==> src/rtl/pf_ce_gate_pkg.sv <==
package pf_ce_gate_pkg;
  typedef enum logic [1:0] {
    ST_RECOV = 2'd0,
    ST_RUN   = 2'd1,
    ST_GRACE = 2'd2,
    ST_PROT  = 2'd3
  } gate_state_e;
endpackage

==> src/rtl/pf_sync.sv <==
module pf_sync #(
  parameter int unsigned       W       = 1,
  parameter logic [W-1:0]      RST_VAL = '0
) (
  input  logic         clk_i,
  input  logic         rst_ni,
  input  logic [W-1:0] d_i,
  output logic [W-1:0] q_o
);
  logic [W-1:0] s1_q, s2_q;

  always_ff @(posedge clk_i or negedge rst_ni) begin
    if (!rst_ni) begin
      s1_q <= RST_VAL;
      s2_q <= RST_VAL;
    end else begin
      s1_q <= d_i;
      s2_q <= s1_q;
    end
  end

  assign q_o = s2_q;
endmodule

==> src/rtl/pf_timer.sv <==
module pf_timer #(
  parameter int unsigned  CW      = 8,
  parameter logic [CW-1:0] RST_VAL = '0
) (
  input  logic          clk_i,
  input  logic          rst_ni,
  input  logic          load_i,
  input  logic [CW-1:0] load_val_i,
  input  logic          dec_i,
  output logic          zero_o
);
  logic [CW-1:0] cnt_q;

  always_ff @(posedge clk_i or negedge rst_ni) begin
    if (!rst_ni)                   cnt_q <= RST_VAL;
    else if (load_i)               cnt_q <= load_val_i;
    else if (dec_i && cnt_q != '0) cnt_q <= cnt_q - 1'b1;
  end

  assign zero_o = (cnt_q == '0);
endmodule

==> src/rtl/pf_gate_fsm.sv <==
module pf_gate_fsm
  import pf_ce_gate_pkg::*;
#(
  parameter int unsigned GRACE_CYC = 8,
  parameter int unsigned RECOV_CYC = 20,
  parameter int unsigned CW        = 5
) (
  input  logic          clk_i,
  input  logic          rst_ni,
  input  logic          ok_i,
  input  logic          host_ce_ni,
  input  logic          tmr_zero_i,
  output logic          tmr_load_o,
  output logic [CW-1:0] tmr_val_o,
  output logic          tmr_dec_o,
  output logic          ce_no,
  output logic          prot_o
);
  localparam logic [CW-1:0] GRACE_LD = CW'(GRACE_CYC - 1);
  localparam logic [CW-1:0] RECOV_LD = CW'(RECOV_CYC - 1);

  gate_state_e st_q, st_d;
  logic ce_q, prot_q;

  always_comb begin
    st_d       = st_q;
    tmr_load_o = 1'b0;
    tmr_val_o  = '0;
    tmr_dec_o  = 1'b0;
    unique case (st_q)
      ST_RECOV: begin
        if (!ok_i)           st_d = ST_PROT;
        else if (tmr_zero_i) st_d = ST_RUN;
        else                 tmr_dec_o = 1'b1;
      end
      ST_RUN: begin
        if (!ok_i) begin
          // only an access already on the output may continue
          if (!ce_q && !host_ce_ni) begin
            st_d       = ST_GRACE;
            tmr_load_o = 1'b1;
            tmr_val_o  = GRACE_LD;
          end else begin
            st_d = ST_PROT;
          end
        end
      end
      ST_GRACE: begin
        if (host_ce_ni || tmr_zero_i) st_d = ST_PROT;
        else                          tmr_dec_o = 1'b1;
      end
      ST_PROT: begin
        if (ok_i) begin
          st_d       = ST_RECOV;
          tmr_load_o = 1'b1;
          tmr_val_o  = RECOV_LD;
        end
      end
      default: st_d = ST_PROT;
    endcase
  end

  always_ff @(posedge clk_i or negedge rst_ni) begin
    if (!rst_ni) begin
      st_q   <= ST_RECOV;
      ce_q   <= 1'b1;
      prot_q <= 1'b1;
    end else begin
      st_q   <= st_d;
      ce_q   <= (st_d == ST_RUN || st_d == ST_GRACE) ? host_ce_ni : 1'b1;
      prot_q <= (st_d == ST_RECOV || st_d == ST_PROT);
    end
  end

  assign ce_no  = ce_q;
  assign prot_o = prot_q;
endmodule

==> src/rtl/pf_ce_gate.sv <==
module pf_ce_gate #(
  parameter int unsigned GRACE_CYC = 8,
  parameter int unsigned RECOV_CYC = 20
) (
  input  logic clk_i,
  input  logic rst_ni,
  input  logic host_ce_ni,
  input  logic vcc_good_i,
  input  logic vcc_above_sw_i,
  input  logic thr_strap_i,
  output logic ce_no,
  output logic batt_sel_o,
  output logic prot_o,
  output logic thr_sel_o
);
  localparam int unsigned MAXC = (GRACE_CYC > RECOV_CYC) ? GRACE_CYC : RECOV_CYC;
  localparam int unsigned CW   = $clog2(MAXC + 1);
  localparam int unsigned NSYN = 4;
  // sync order: {host_ce_n, ok, above_sw, strap}
  localparam logic [NSYN-1:0] SYN_RST = 4'b1110;

  logic [NSYN-1:0] syn_q;
  logic            s_ce_n, s_ok, s_sw, s_thr;
  logic            tmr_load, tmr_dec, tmr_zero;
  logic [CW-1:0]   tmr_val;
  logic            batt_q, thr_q;

  pf_sync #(.W(NSYN), .RST_VAL(SYN_RST)) u_sync (
    .clk_i  (clk_i),
    .rst_ni (rst_ni),
    .d_i    ({host_ce_ni, vcc_good_i, vcc_above_sw_i, thr_strap_i}),
    .q_o    (syn_q)
  );

  assign {s_ce_n, s_ok, s_sw, s_thr} = syn_q;

  pf_timer #(.CW(CW), .RST_VAL(CW'(RECOV_CYC - 1))) u_timer (
    .clk_i      (clk_i),
    .rst_ni     (rst_ni),
    .load_i     (tmr_load),
    .load_val_i (tmr_val),
    .dec_i      (tmr_dec),
    .zero_o     (tmr_zero)
  );

  pf_gate_fsm #(.GRACE_CYC(GRACE_CYC), .RECOV_CYC(RECOV_CYC), .CW(CW)) u_fsm (
    .clk_i      (clk_i),
    .rst_ni     (rst_ni),
    .ok_i       (s_ok),
    .host_ce_ni (s_ce_n),
    .tmr_zero_i (tmr_zero),
    .tmr_load_o (tmr_load),
    .tmr_val_o  (tmr_val),
    .tmr_dec_o  (tmr_dec),
    .ce_no      (ce_no),
    .prot_o     (prot_o)
  );

  always_ff @(posedge clk_i or negedge rst_ni) begin
    if (!rst_ni) begin
      batt_q <= 1'b0;
      thr_q  <= 1'b0;
    end else begin
      batt_q <= ~s_sw;
      thr_q  <= s_thr;
    end
  end

  assign batt_sel_o = batt_q;
  assign thr_sel_o  = thr_q;
endmodule

==> config.mk <==
export PLATFORM = sky130hd
export DESIGN_NAME = pf_ce_gate
export DESIGN_NICKNAME = d
export VERILOG_FILES = /design/src/rtl/pf_ce_gate_pkg.sv /design/src/rtl/pf_sync.sv /design/src/rtl/pf_timer.sv /design/src/rtl/pf_gate_fsm.sv /design/src/rtl/pf_ce_gate.sv
export SDC_FILE = /design/constraint.sdc
export NUM_CORES = 1
export LEC_CHECK = 0
export BUFFER_PORTS_ARGS = -buffer_cell sky130_fd_sc_hd__buf_2
export CELL_PAD_IN_SITES_DETAIL_PLACEMENT = 1
export CELL_PAD_IN_SITES_GLOBAL_PLACEMENT = 1
export CORE_UTILIZATION = 43
export DETAILED_ROUTE_END_ITERATION = 10
export GPL_ROUTABILITY_DRIVEN = 1
export PLACE_DENSITY = 0.77
export SLEW_MARGIN = 30
export SYNTH_ARGS = -nofsm -noshare
export SYNTH_HDL_FRONTEND = slang
export SYNTH_SLANG_ARGS = --single-unit
==> constraint.sdc <==
create_clock -name clk_i -period 1.86 [get_ports clk_i]
set_input_delay 0.372 -clock clk_i [delete_from_list [all_inputs] [get_ports clk_i]]
set_output_delay 0.372 -clock clk_i [all_outputs]
set_load 0.01 [all_outputs]
=== Word-level counts from Yosys, hierarchy flattened ===
Index checks and enable logic that the tools add are counted.

* Flip-flop bits (word level): 19
* Bits in latches: 0
* RAM bits: 0
* Memory bits (read-only): 0
* Bits of input ports: 6
* Output and inout bits: 4
* Word-level logic and storage cells: 50
* Memories: 0

* $add $sub $neg: 1
* $mul: 0
* Div/mod/pow operators: 0
* Magnitude comparators: 0
* Equal/unequal tests: 6
* Shift operators: 0
* Mux-type cells: 22
* Bitwise gates (word level): 1
* Reductions and logical operators: 12

{| class="wikitable"
|+ Operators by type and width
! operator !! count
|-
| 5-bit 2-to-1 mux || 4
|-
| 2-bit 2-to-1 mux || 5
|-
| 5-bit one-hot mux with 2 select lines || 1
|-
| 2-bit == test (second input constant) || 4
|-
| 1-bit 2-to-1 mux || 8
|-
| 2-bit one-hot mux with 4 select lines || 1
|-
| 5-bit logical NOT || 1
|-
| 5-bit nonzero test || 1
|-
| 5-bit by 1-bit subtractor with 5-bit output (second input constant) || 1
|-
| 2-bit by 1-bit == test with 1-bit output (second input constant) || 2
|-
| 2-bit logical NOT || 2
|-
| 1-bit one-hot mux with 2 select lines || 2
|-
| 1-bit logical OR || 3
|-
| 3-bit 2-to-1 mux || 1
|-
| 1-bit logical AND || 2
|-
| 1-bit logical NOT || 2
|-
| 2-bit nonzero test || 1
|-
| 1-bit NOT || 1
|}

=== Longest topological paths before layout ===
* Depth after elaboration: 8
* Mapped depth: 6
* Depth with buffers taken out: 6

=== Modules after synthesis ===
Synthesis repeated with hierarchy kept, for this count alone.

* Cell total of the unflattened synthesis: 74
* Area total of the unflattened synthesis: 845.8 µm²

{| class="wikitable"
|+ Modules (own cells, without submodules)
! module !! instances !! cells each !! area each (µm²) !! seq. area each (µm²)
|-
| pf_timer || 1 || 32 || 307.8 || 128.9
|-
| pf_gate_fsm || 1 || 31 || 276.5 || 102.6
|-
| pf_sync || 1 || 8 || 207.7 || 207.7
|-
| pf_ce_gate || 1 || 3 || 53.8 || 50.0
|}

=== Least setup slack after synthesis ===
OpenSTA, ideal clock, no wires.

* Path kind: reg-to-reg
* Start: register u_timer.cnt_q[0]
* End: register u_fsm.ce_q (netlist: u_fsm.ce_no)
* Library setup time: 88 ps
* Data arrival time: 1,587 ps
* Data required time: 1,772 ps
* Setup slack: 185 ps
* Cell stages (with the launch flop): 7
* Path buffers: 0
* Period minus slack after synthesis: 1,675 ps
* Cells stage by stage: dfstp_2 inv_1 ha_1 or4b_4 nand4b_4 a21oi_2 or3b_1

* Word-level cells in the longest chain between the ends: 7
* Elaborated cells on any way between the ends: 10
* Those cells by class: eq/ne: 2; mux: 5; reduce/logical: 3

{| class="wikitable"
|+ Ends and longest elaborated chain
! element !! line !! RTL
|-
| from (decl) || pf_timer.sv:12 || <nowiki>logic [CW-1:0] cnt_q;</nowiki>
|-
| from (signal assigned) || pf_timer.sv:16 || <nowiki>else if (load_i) cnt_q <= load_val_i;</nowiki>
|-
| from (signal assigned) || pf_timer.sv:17 || <nowiki>else if (dec_i && cnt_q != '0) cnt_q <= cnt_q - 1'b1;</nowiki>
|-
| 5-bit logical NOT (*) || pf_timer.sv:20 || <nowiki>assign zero_o = (cnt_q == '0);</nowiki>
|-
| 2-bit 2-to-1 mux or 1-bit logical OR (tied branches) || pf_gate_fsm.sv:33, pf_gate_fsm.sv:49 ||
|-
| 2-bit 2-to-1 mux, on equally long branches || pf_gate_fsm.sv:32, pf_gate_fsm.sv:49 ||
|-
| 2-bit one-hot mux with 4 select lines (*) || pf_gate_fsm.sv:30 || <nowiki>unique case (st_q)</nowiki>
|-
| 2-bit by 1-bit == test with 1-bit output or 2-bit == test (tied branches) || pf_gate_fsm.sv:70 || <nowiki>ce_q <= (st_d == ST_RUN || st_d == ST_GRACE) ? host_ce_ni : 1'b1;</nowiki>
|-
| 1-bit logical OR (*) || pf_gate_fsm.sv:70 ||
|-
| 1-bit 2-to-1 mux (*) || pf_gate_fsm.sv:70 ||
|-
| to (signal assigned) || pf_gate_fsm.sv:70 ||
|-
| to (decl) || pf_gate_fsm.sv:23 || <nowiki>logic ce_q, prot_q;</nowiki>
|}

Mark *: on every way between the ends. The rest lies on a longest branch, timed or not.
A chain may end at the register's enable or synchronous reset.

=== Worst setup path after layout ===
Same ends and word-level chain as after synthesis.

==> metrics.md <==
| Metric | Value |
|---|---|
| Final wirelength | 1.315 mm |
| Die height | 43.86 um |
| Critical Path Sink Type | register |
| Drt first pass iters | 6 |
| Initial Utilization | 0.4778 |
| Clock buffer count from CTS | 3 |
| Initial antenna violation count | 0 |
| # diodes | 0 |
| Remaining antenna violation count | 0 |
| #FFs+latches synth | 19 |
| H-tree levels | 1 |
| Most frequent cell after synthesis | dfstp_2 |
| Final Wtd Congestion | 0.8280 |
| Fin crit share | 0.9530 |
| Final-report hold violation count | 0 |
| Vias | 491 |
| Clock Latency Late Sink | 0.29 ns |
| Post-synth top area cell | dfstp_2 |
| Clock sink total | 19 |
| Worst vdd rail ir drop | 0.5977 mV |
| Hold Crit Class | in2reg |
| Metal3 WL | 42 um |
| M1 WL | 567 um |
| Clk buf depth | 2 |
| Crit path max-delay family | simple AND/OR/NAND/NOR gates |
| Status | complete, no violations |
| Site Rows | 14 |
| Wire length per cell | 14.78 um |
| Die ar. | 0.001923 mm2 |
| TritonCTS clock tree | yes |
| Top-Level Pins | 10 |
| Top sig layer | met4 |
| Arrival @ worst endpoint | 2.00 ns |
| Sequential area share after synthesis | 0.6495 |
| Critical path class | reg2reg |
| Final setup viols | 0 |
| Post-layout min period | 1.773 ns |
| CP max stage cell | or4b_4 |
| Die width | 43.86 um |
| Required time at the worst-slack endpoint | 2.09 ns |
| Peak Freq | 564.1 MHz |
| Pwr Density | 1379 mW/mm2 |
| Largest net degree at the start of global routing | 20 |
| Non-Filler Instances | 89 |
| Post-Syn Area | 753.2 um2 |
| Synth unique cells | 26 |
| Remaining global-route overflow | 0 |
| First-pass GRT wire length | 2.435 mm |
| Area growth, synth to finish | 17.61% |
| Pins Over Slew Limit | 0 |
| Top cell type's share of synthesized area | 0.3837 |
| Share of cells above drive strength 1 | 0.4521 |
| Crit path max fanout | 6 |
| # DRC | 0 |
| Placed cells | 83 |
| Yosys warning total | 0 |
| Core occupancy in the finished layout | 0.5619 |
| Fraction of registers with async set/reset | 1.000 |
| Slew headroom | 0.6238 |
| Synth top area cells | dfstp_2, dfrtp_1, inv_1 |
| Layout net count | 82 |
| Worst path max stage delay | 0.47 ns |
| Worst Clk Skew | 0.006214 ns |
| Synthesized area per cell | 13.21 um2 |
| Max cap viols | 0 |
| RSZ-0062 raised after global routing | yes |
| Critical-path cell list | inv_1, ha_1, or4b_4, nand4b_4, a21oi_2, or3b_1 |
| CORE AREA | 0.001577 mm2 |
| Syn Inst Count | 57 |
| Mean number of vias per cell | 5.517 |
| Routed wire length on met2 | 698 um |
| DRT iter0 DRCs | 4 |
| Lkg Pwr | 0.3962 nW |
| Startpoint types | register |
| Top cells by count, synth | dfstp_2, dfrtp_1, inv_1, nand2_1, nand3_1 |
| Buffer and inverter count on the worst path | 1 |
| Post-synth EDFFs | 0 |
| Slew of the pin with the lowest slew margin | 0.5605 ns |
| Vias in the first global route | 535 |
| CTS root buf | clkbuf_4 |
| Ys flop type | dfstp_2 |
| GRT Overall Usage | 0.1800 |
| DP HPWL | 961.9 um |
| Worst-path clk slew | 0.10 ns |
| I/O Buffers | 9 |
| R2R setup slack | 0.09 ns |
| Syn nets | 65 |
| Fill cells | 173 |
[worst paths after layout]
path	from	endpoint	cells past startpoint
min in group asynchronous	rst_ni	u_sync.s1_q[0]	2
hold / removal	vcc_above_sw_i	u_sync.s1_q[1]	1
hold reg to reg	u_sync.s1_q[2]	u_sync.q_o[2]	0
setup reg to reg	u_timer.cnt_q[0]	u_fsm.ce_no	6
setup / recovery	u_timer.cnt_q[0]	u_fsm.ce_no	6
max in group asynchronous	rst_ni	u_timer.cnt_q[4]	2
[layout make-up]
class                           count  area (um2)  area share
Timing Repair Buffer               12       70.07     0.07910
Clock inverter                      1       5.005    0.005650
Clock buffer                        3       22.52     0.02542
Multi-Input combinational cell     31       252.7      0.2853
Tap cell                           16       20.02     0.02260
Inverter                            7       26.28     0.02966
Sequential cell                    19       489.2      0.5523
[sequential cells by signal, summed over array words and instances (netlist names)]
register	count
u_sync.s1_q	4
u_fsm.st_q	2
u_fsm.ce_no	1
u_sync.q_o	4
batt_sel_o	1
thr_sel_o	1
u_timer.cnt_q	5
u_fsm.prot_o	1
[report_power, final]
part	switching, mW	total [mW]	internal, mW
registers	0.0681	0.611	0.543
logic	0.222	0.412	0.190
clock network	0.119	0.199	0.0800
[routing by layer]
metal  vias up  global-route usage
li1        234                   -
met1       245              0.2225
met2        10              0.2896
met3         2             0.05000
met4         0             0.09091
met5         -                   0
[metrics by stage]
stage	hold WS [ns]	cell area, um2	total power, mW	TNS (ns)	setup WS, ns
2_1_floorplan	0.07641	753.2	0.8575	0	0.1847
3_3_place_gp	0.3133	825.8	0.9613	0	0.07774
3_5_place_dp	0.3188	825.8	0.9849	0	0.05869
4_1_cts	0.1501	863.3	1.198	0	0.004659
5_1_grt	0.1289	885.9	1.317	-0.01420	-0.009783
6_report	0.1634	885.9	1.222	0	0.08742
[what timing repair did]
action,CTS,global route
resized for setup,0,3
buffers inserted,0,1
hold buffers,1,0
hold endpoints to repair,8,0
endpoints found under the setup margin,0,4
[cell usage in the layout, fill, tap and decap left out]
cell | synthesis | layout
buf_2 | 0 | 9
and2_1 | 2 | 1
a221oi_2 | 0 | 1
o311ai_0 | 1 | 1
nand4b_4 | 1 | 1
nand4_1 | 1 | 1
clkbuf_4 | 0 | 3
a21oi_1 | 1 | 1
or3b_1 | 1 | 1
nand2_1 | 4 | 4
nor4_2 | 0 | 1
and2_4 | 0 | 1
o21ai_0 | 1 | 1
nor4_1 | 2 | 1
o21ai_1 | 1 | 1
nand2b_1 | 1 | 1
or2_2 | 1 | 1
o41ai_1 | 1 | 1
inv_1 | 7 | 7
nand3_1 | 3 | 3
o211ai_1 | 1 | 1
dfrtp_1 | 8 | 8
buf_4 | 0 | 2
o311a_1 | 1 | 1
a21oi_2 | 1 | 1
mux2i_1 | 1 | 1
xnor2_1 | 1 | 1
nor2b_1 | 1 | 1
dfstp_2 | 11 | 11
or4b_4 | 1 | 1
ha_1 | 2 | 2
clkinv_2 | 0 | 1
dlygate4sd3_1 | 0 | 1
[cell families (layout without fill, tap and decap cells)]
kind of cell | count (synthesis) | count (layout) | share of synthesized area
and+or+nand+nor | 18 | 18 | 0.1678
DFF | 19 | 19 | 0.6495
adders and majority gates | 2 | 2 | 0.03322
AOI/OAI and AO/OA | 9 | 9 | 0.08969
xor gates and xnor gates | 1 | 1 | 0.01163
buffers and inverters | 7 | 23 | 0.03489
muxes | 1 | 1 | 0.01329
Power figures use the tool's default switching activity.
